$ cat config.mk
export PLATFORM = sky130hd
export DESIGN_NAME = tx_lane_selector
export DESIGN_NICKNAME = d
export VERILOG_FILES = /design/src/rtl/tx_sel_pkg.sv /design/src/rtl/tx_sel_fsm.sv /design/src/rtl/tx_sel_capture.sv /design/src/rtl/tx_sel_lane.sv /design/src/rtl/tx_lane_selector.sv
export SDC_FILE = /design/constraint.sdc
export NUM_CORES = 1
export LEC_CHECK = 0
export BUFFER_PORTS_ARGS = -buffer_cell sky130_fd_sc_hd__clkbuf_2
export CORE_ASPECT_RATIO = 1.4
export CORE_MARGIN = 5
export CORE_UTILIZATION = 57
export DETAILED_ROUTE_END_ITERATION = 10
export GPL_TIMING_DRIVEN = 0
export HOLD_SLACK_MARGIN = 0.12
export PLACE_DENSITY_LB_ADDON = 0.2
export SLEW_MARGIN = 20
export SYNTH_ARGS = -nofsm -noshare
export SYNTH_HDL_FRONTEND = slang
export SYNTH_HIERARCHICAL = 1
export SYNTH_SLANG_ARGS = --single-unit
$ cat constraint.sdc
create_clock -name clk -period 4.8 [get_ports clk]
set_input_delay 0.72 -clock clk [delete_from_list [all_inputs] [get_ports clk]]
set_output_delay 0.72 -clock clk [all_outputs]
set_load 0.005 [all_outputs]
$ cat src/rtl/tx_sel_pkg.sv
package tx_sel_pkg;

    typedef enum logic [2:0] {
        SEL_WAIT = 3'd0,
        NRM_1ST  = 3'd1,
        NRM_2ND  = 3'd2,
        MUX_1ST  = 3'd3,
        MUX_2ND  = 3'd4,
        RPT_1ST  = 3'd5,
        RPT_2ND  = 3'd6
    } sel_state_e;

endpackage

$ cat src/rtl/tx_sel_fsm.sv
module tx_sel_fsm
    import tx_sel_pkg::*;
(
    input  logic       clk,
    input  logic       rst_n,
    input  logic       lme_i,
    input  logic       rep_i,
    output sel_state_e st_o,
    output logic       load_o,
    output logic       second_o
);

    sel_state_e st_q, st_nx, pair_start;

    // Repeater outranks the multiplexer; normal is the fallback.
    always_comb begin
        if (rep_i)      pair_start = RPT_1ST;
        else if (lme_i) pair_start = MUX_1ST;
        else            pair_start = NRM_1ST;
    end

    always_comb begin
        unique case (st_q)
            SEL_WAIT, NRM_2ND, MUX_2ND, RPT_2ND: st_nx = pair_start;
            NRM_1ST:                             st_nx = NRM_2ND;
            MUX_1ST:                             st_nx = MUX_2ND;
            RPT_1ST:                             st_nx = RPT_2ND;
            default:                             st_nx = SEL_WAIT;
        endcase
    end

    always_ff @(posedge clk or negedge rst_n) begin
        if (!rst_n) st_q <= SEL_WAIT;
        else        st_q <= st_nx;
    end

    always_comb begin
        st_o     = st_q;
        load_o   = (st_q == SEL_WAIT) || (st_q == NRM_2ND) ||
                   (st_q == MUX_2ND)  || (st_q == RPT_2ND);
        second_o = (st_q == NRM_2ND) || (st_q == MUX_2ND) || (st_q == RPT_2ND);
    end

endmodule

$ cat src/rtl/tx_sel_capture.sv
module tx_sel_capture #(
    parameter int LANES  = 4,
    parameter int DATA_W = 8
) (
    input  logic                           clk,
    input  logic                           rst_n,
    input  logic                           load_i,
    input  logic [LANES*(DATA_W+2)-1:0]    rise_i,
    input  logic [LANES*(DATA_W+2)-1:0]    fall_i,
    input  logic [LANES*(DATA_W+1)-1:0]    rx_i,
    output logic [LANES*(DATA_W+2)-1:0]    rise_q,
    output logic [LANES*(DATA_W+2)-1:0]    fall_q,
    output logic [LANES*(DATA_W+1)-1:0]    rx_q
);

    always_ff @(posedge clk or negedge rst_n) begin
        if (!rst_n) begin
            rise_q <= '0;
            fall_q <= '0;
        end else if (load_i) begin
            rise_q <= rise_i;
            fall_q <= fall_i;
        end
    end

    always_ff @(posedge clk or negedge rst_n) begin
        if (!rst_n) rx_q <= '0;
        else        rx_q <= rx_i;
    end

endmodule

$ cat src/rtl/tx_sel_lane.sv
module tx_sel_lane
    import tx_sel_pkg::*;
#(
    parameter int DATA_W = 8,
    localparam int CW    = DATA_W + 2,
    localparam int RW    = DATA_W + 1
) (
    input  sel_state_e        st_i,
    input  logic [CW-1:0]     rise_i,
    input  logic [CW-1:0]     fall_i,
    input  logic [CW-1:0]     mxa_i,
    input  logic [CW-1:0]     mxb_i,
    input  logic              mx_en_i,
    input  logic [RW-1:0]     rx_i,
    output logic [DATA_W-1:0] data_o,
    output logic              k_o,
    output logic              idle_o,
    output logic              valid_o
);

    // Character layout: {idle, k, data}. Idle wipes data and K.
    function automatic logic [CW-1:0] scrub(input logic [CW-1:0] c);
        if (c[CW-1]) return {1'b1, 1'b0, {DATA_W{1'b0}}};
        return c;
    endfunction

    logic [CW-1:0] ch;

    always_comb begin
        ch      = '0;
        valid_o = 1'b0;
        unique case (st_i)
            NRM_1ST: begin ch = scrub(rise_i); valid_o = 1'b1; end
            NRM_2ND: begin ch = scrub(fall_i); valid_o = 1'b1; end
            MUX_1ST: begin ch = mx_en_i ? scrub(mxa_i) : '0; valid_o = mx_en_i; end
            MUX_2ND: begin ch = mx_en_i ? scrub(mxb_i) : '0; valid_o = mx_en_i; end
            RPT_1ST, RPT_2ND: begin ch = {1'b0, rx_i}; valid_o = 1'b1; end
            default: begin ch = '0; valid_o = 1'b0; end
        endcase
    end

    assign idle_o = ch[CW-1];
    assign k_o    = ch[CW-2];
    assign data_o = ch[DATA_W-1:0];

endmodule

$ cat src/rtl/tx_lane_selector.sv
module tx_lane_selector
    import tx_sel_pkg::*;
#(
    parameter int LANES  = 4,
    parameter int DATA_W = 8
) (
    input  logic                      clk,
    input  logic                      rst_n,
    input  logic                      lme_en,
    input  logic                      rep_en,
    input  logic [LANES*DATA_W-1:0]   tx_rise_data,
    input  logic [LANES-1:0]          tx_rise_k,
    input  logic [LANES-1:0]          tx_rise_idle,
    input  logic [LANES*DATA_W-1:0]   tx_fall_data,
    input  logic [LANES-1:0]          tx_fall_k,
    input  logic [LANES-1:0]          tx_fall_idle,
    input  logic [LANES*DATA_W-1:0]   rx_data,
    input  logic [LANES-1:0]          rx_k,
    output logic [LANES*DATA_W-1:0]   out_data,
    output logic [LANES-1:0]          out_k,
    output logic [LANES-1:0]          out_idle,
    output logic [LANES-1:0]          out_valid,
    output logic                      out_second
);

    localparam int CW = DATA_W + 2;
    localparam int RW = DATA_W + 1;

    sel_state_e st;
    logic       load;

    logic [LANES*CW-1:0] rise_in, fall_in, rise_q, fall_q;
    logic [LANES*RW-1:0] rx_in, rx_q;

    for (genvar i = 0; i < LANES; i++) begin : g_pack
        assign rise_in[i*CW +: CW] = {tx_rise_idle[i], tx_rise_k[i], tx_rise_data[i*DATA_W +: DATA_W]};
        assign fall_in[i*CW +: CW] = {tx_fall_idle[i], tx_fall_k[i], tx_fall_data[i*DATA_W +: DATA_W]};
        assign rx_in[i*RW +: RW]   = {rx_k[i], rx_data[i*DATA_W +: DATA_W]};
    end

    tx_sel_fsm u_fsm (
        .clk      (clk),
        .rst_n    (rst_n),
        .lme_i    (lme_en),
        .rep_i    (rep_en),
        .st_o     (st),
        .load_o   (load),
        .second_o (out_second)
    );

    tx_sel_capture #(.LANES(LANES), .DATA_W(DATA_W)) u_cap (
        .clk    (clk),
        .rst_n  (rst_n),
        .load_i (load),
        .rise_i (rise_in),
        .fall_i (fall_in),
        .rx_i   (rx_in),
        .rise_q (rise_q),
        .fall_q (fall_q),
        .rx_q   (rx_q)
    );

    for (genvar i = 0; i < LANES; i++) begin : g_lane
        logic [CW-1:0] mxa, mxb;
        logic          mx_en;
        if ((i % 2) == 0) begin : g_even
            assign mxa   = rise_q[i*CW +: CW];
            assign mxb   = rise_q[(i+1)*CW +: CW];
            assign mx_en = 1'b1;
        end else begin : g_odd
            assign mxa   = '0;
            assign mxb   = '0;
            assign mx_en = 1'b0;
        end

        tx_sel_lane #(.DATA_W(DATA_W)) u_lane (
            .st_i    (st),
            .rise_i  (rise_q[i*CW +: CW]),
            .fall_i  (fall_q[i*CW +: CW]),
            .mxa_i   (mxa),
            .mxb_i   (mxb),
            .mx_en_i (mx_en),
            .rx_i    (rx_q[i*RW +: RW]),
            .data_o  (out_data[i*DATA_W +: DATA_W]),
            .k_o     (out_k[i]),
            .idle_o  (out_idle[i]),
            .valid_o (out_valid[i])
        );
    end

endmodule

==> metrics.yaml <==
floorplan:
  die_x_microns: 97.6
  die_h_microns: 133
  fp-row-count: 44
  io_pins: 165
  core_sq_um: 10500
  initial_utilization_pct: 58.6
  design.die.area_sq_um: 13000
setup_path:
  worstReg2RegStart: "u_fsm/st_o[0]"
  crit_path_end_kind: "output port"
  cp_max_fo: 18
  startpoint_type: "flop"
  worstPathRequired_ps: 4080
  crit_start: "u_fsm/st_o[0]"
  arrival_ps: 2440
  crit_type: "reg2out"
clocking:
  cts_resized: 0
  cts_hold_buf: 0
  cts_buffer_depth: 2
  htree_levels: 4
  cts_tree: "yes"
  numCtsBuffers: 17
  clock_sinks: 119
  worstSkewPairLatency_ps: 400
  cts-root-buf: "clkbuf_16"
  clk_pin_slew_ps: 50
  post_cts_buffers: 0
sta:
  drv_slew: 0
  post-route-min-period_ps: 3160
  rsz0062_at_grt: "no"
  finClkSkew_ps: 4.77
  finalHoldViolations: 0
  fmax_ghz: 0.317
  final.setup.tns_ps: 0
  worstMarginPinSlew_ps: 601
  slew_headroom_pct: 59.9
  fin_crit_sh_pct: 65.8
  setup_viol: 0
finish:
  fin_area_sq_um: 8010
  finish.net_count: 833
  drive_above_1_share_pct: 43.1
  seqCellArea_sq_um: 2980
  filler_cell_count: 667
  syn_to_final_growth_pct: 30.7
  finish.utilization_pct: 76.6
  n_antenna_cell: 0
  multi_input_area_sq_um: 3070
power_and_ir_drop:
  power.leakage_uw: 0.00399
  ir_drop_uv: 245
  p_per_area_nw_per_um2: 336
drt:
  vias_per_cell: 5.40
  ant_nets: 0
  vias: 4583
  finalWirelength_mm: 15.8
  dr.pass1.iters: 5
  drc: 0
  wire_per_inst_microns: 18.6
  initialDrtViolationCount: 143
global_route:
  grt-ovfl-total: 0
  grt_use_total_pct: 25.2
  grt_pass1_vias: 5108
  grt_pass1_wl_mm: 25.7
  grt_max_degree: 63
  grt_antenna_before_repair: 0
synthesis:
  ys_types: 29
  async_flop_share_pct: 100
  avgSynthCellArea_sq_um: 13.5
  synth_edf_count: 0
  synth_largest_area_cell: "dfrtp_1"
  seq_area_frac_synth_pct: 48.6
  yosys_register_bits: 119
  synth_cells: 455
  synth-main-ff-cell: "dfrtp_1"
  yosys-top-cells-area: "dfrtp_1 49%, mux2_4 20%, a22oi_1 8.3%"
  ys.warnings.count: 6
  netlist_area_sq_um: 6130
  synthDominantCellAreaShare_pct: 48.6
hold_path:
  worstHoldPathType: "in2async"
placed_design:
  place_area_sq_um: 7380
  place_hpwl_mm: 11.2
  routabilityCongestion: 0.883
  portBuffers: 164
flow_run:
  max-cap-violations: 0
outcome:
  status: "completed"
-- kinds of logic after synthesis --
| family | after synthesis | synth area share (%) |
|---|---|---|
| XOR/XNOR | 1 | 0.143 |
| AO/OA/AOI/OAI | 102 | 12.5 |
| buffers and inverters | 31 | 4.96 |
| adder cells (fa/ha/maj) | 16 | 3.27 |
| AND/OR/NAND/NOR | 100 | 10.1 |
| multiplexers | 84 | 20.3 |
| other | 2 | 0.123 |
| flip-flops | 119 | 48.6 |
-- final cells by class --
type	instances	area share, %
Multi-Input combinational cell	363	38.3
Sequential cell	119	37.2
Timing Repair Buffer	165	10.7
Clock buffer	20	5.70
Buffer	21	3.33
Clock inverter	12	2.19
Tap cell	138	2.16
Inverter	10	0.469
-- cells in the mapped netlist, types with 2 or more instances --
master,instances
o21a_1,4
buf_2,4
ha_1,16
inv_1,10
buf_12,8
and4b_1,4
o21ai_0,8
buf_6,5
conb_1,2
nand3b_1,4
dfrtp_1,119
nor3b_4,8
nor2_1,7
nand3_1,36
a32o_1,4
and4bb_1,4
a22oi_1,68
nand2_1,36
o211ai_1,4
a211o_1,4
mux2_4,80
mux2_1,4
buf_4,4
a21o_1,4
o2bb2ai_1,4
-- metal layers --
layer	up-vias	share of wire [%]	track usage [%]
li1	2128	-	-
met1	2253	39	28.9
met2	176	53	45.3
met3	26	6.2	6.32
met4	0	2.0	8.93
met5	-	0	0
-- path summary, 6_finish.rpt --
check                                    to  depth (start not counted)  slack, ps
hold reg to reg            u_cap/fall_q[33]                          1        510
max in group asynchronous    u_cap/rx_q[34]                          2       3840
setup / recovery                out_data[6]                          7       1640
setup reg to reg            u_cap/rise_q[7]                          4       3090
hold / removal             u_cap/fall_q[17]                          1        280
min in group clk             u_cap/rx_q[33]                          1        420
-- state kept, by name, indices dropped and copies added, names as in the netlist --
signal	count
u_cap/fall_q	40
u_cap/rise_q	40
u_cap/rx_q	36
u_fsm/st_o	3
-- critical path, stage by stage (launching register included) --
cell and delay (ps):
dfrtp_1 720, inv_1 150, ha_1 260, and4b_1 210
buf_6 150, a32o_1 190, a211o_1 230, clkbuf_2 120
-- power by group --
part,internal [uW],switching [uW],total [uW]
clock,895,453,1350
combinational,134,112,247
sequential,1050,44.0,1100
-- placed cells by master, fill, tap and decap left out, drive strengths merged --
cell	n
a211o	4
a21o	4
a21oi	1
a22oi	68
a32o	4
and4b	4
and4bb	4
buf	22
bufinv	4
clkbuf	184
clkinv	5
clkinvlp	3
conb	60
dfrtp	119
ha	16
inv	10
mux2	84
nand2	36
nand3	36
nand3b	4
nor2	7
nor3b	8
o211ai	4
o21a	4
o21ai	9
o2bb2ai	4
or3b	1
xnor2	1
-- per-stage QoR --
step	power (uW)	hold WS [ps]	instances	setup slack, ps
6_report	2690	280	848	1640
5_1_grt	2800	304	848	1440
4_1_cts	2710	282	848	1610
3_5_place_dp	1360	495	816	2050
3_3_place_gp	1340	494	815	1340
2_1_floorplan	1220	424	513	2420
Power figures use the tool's default switching activity.
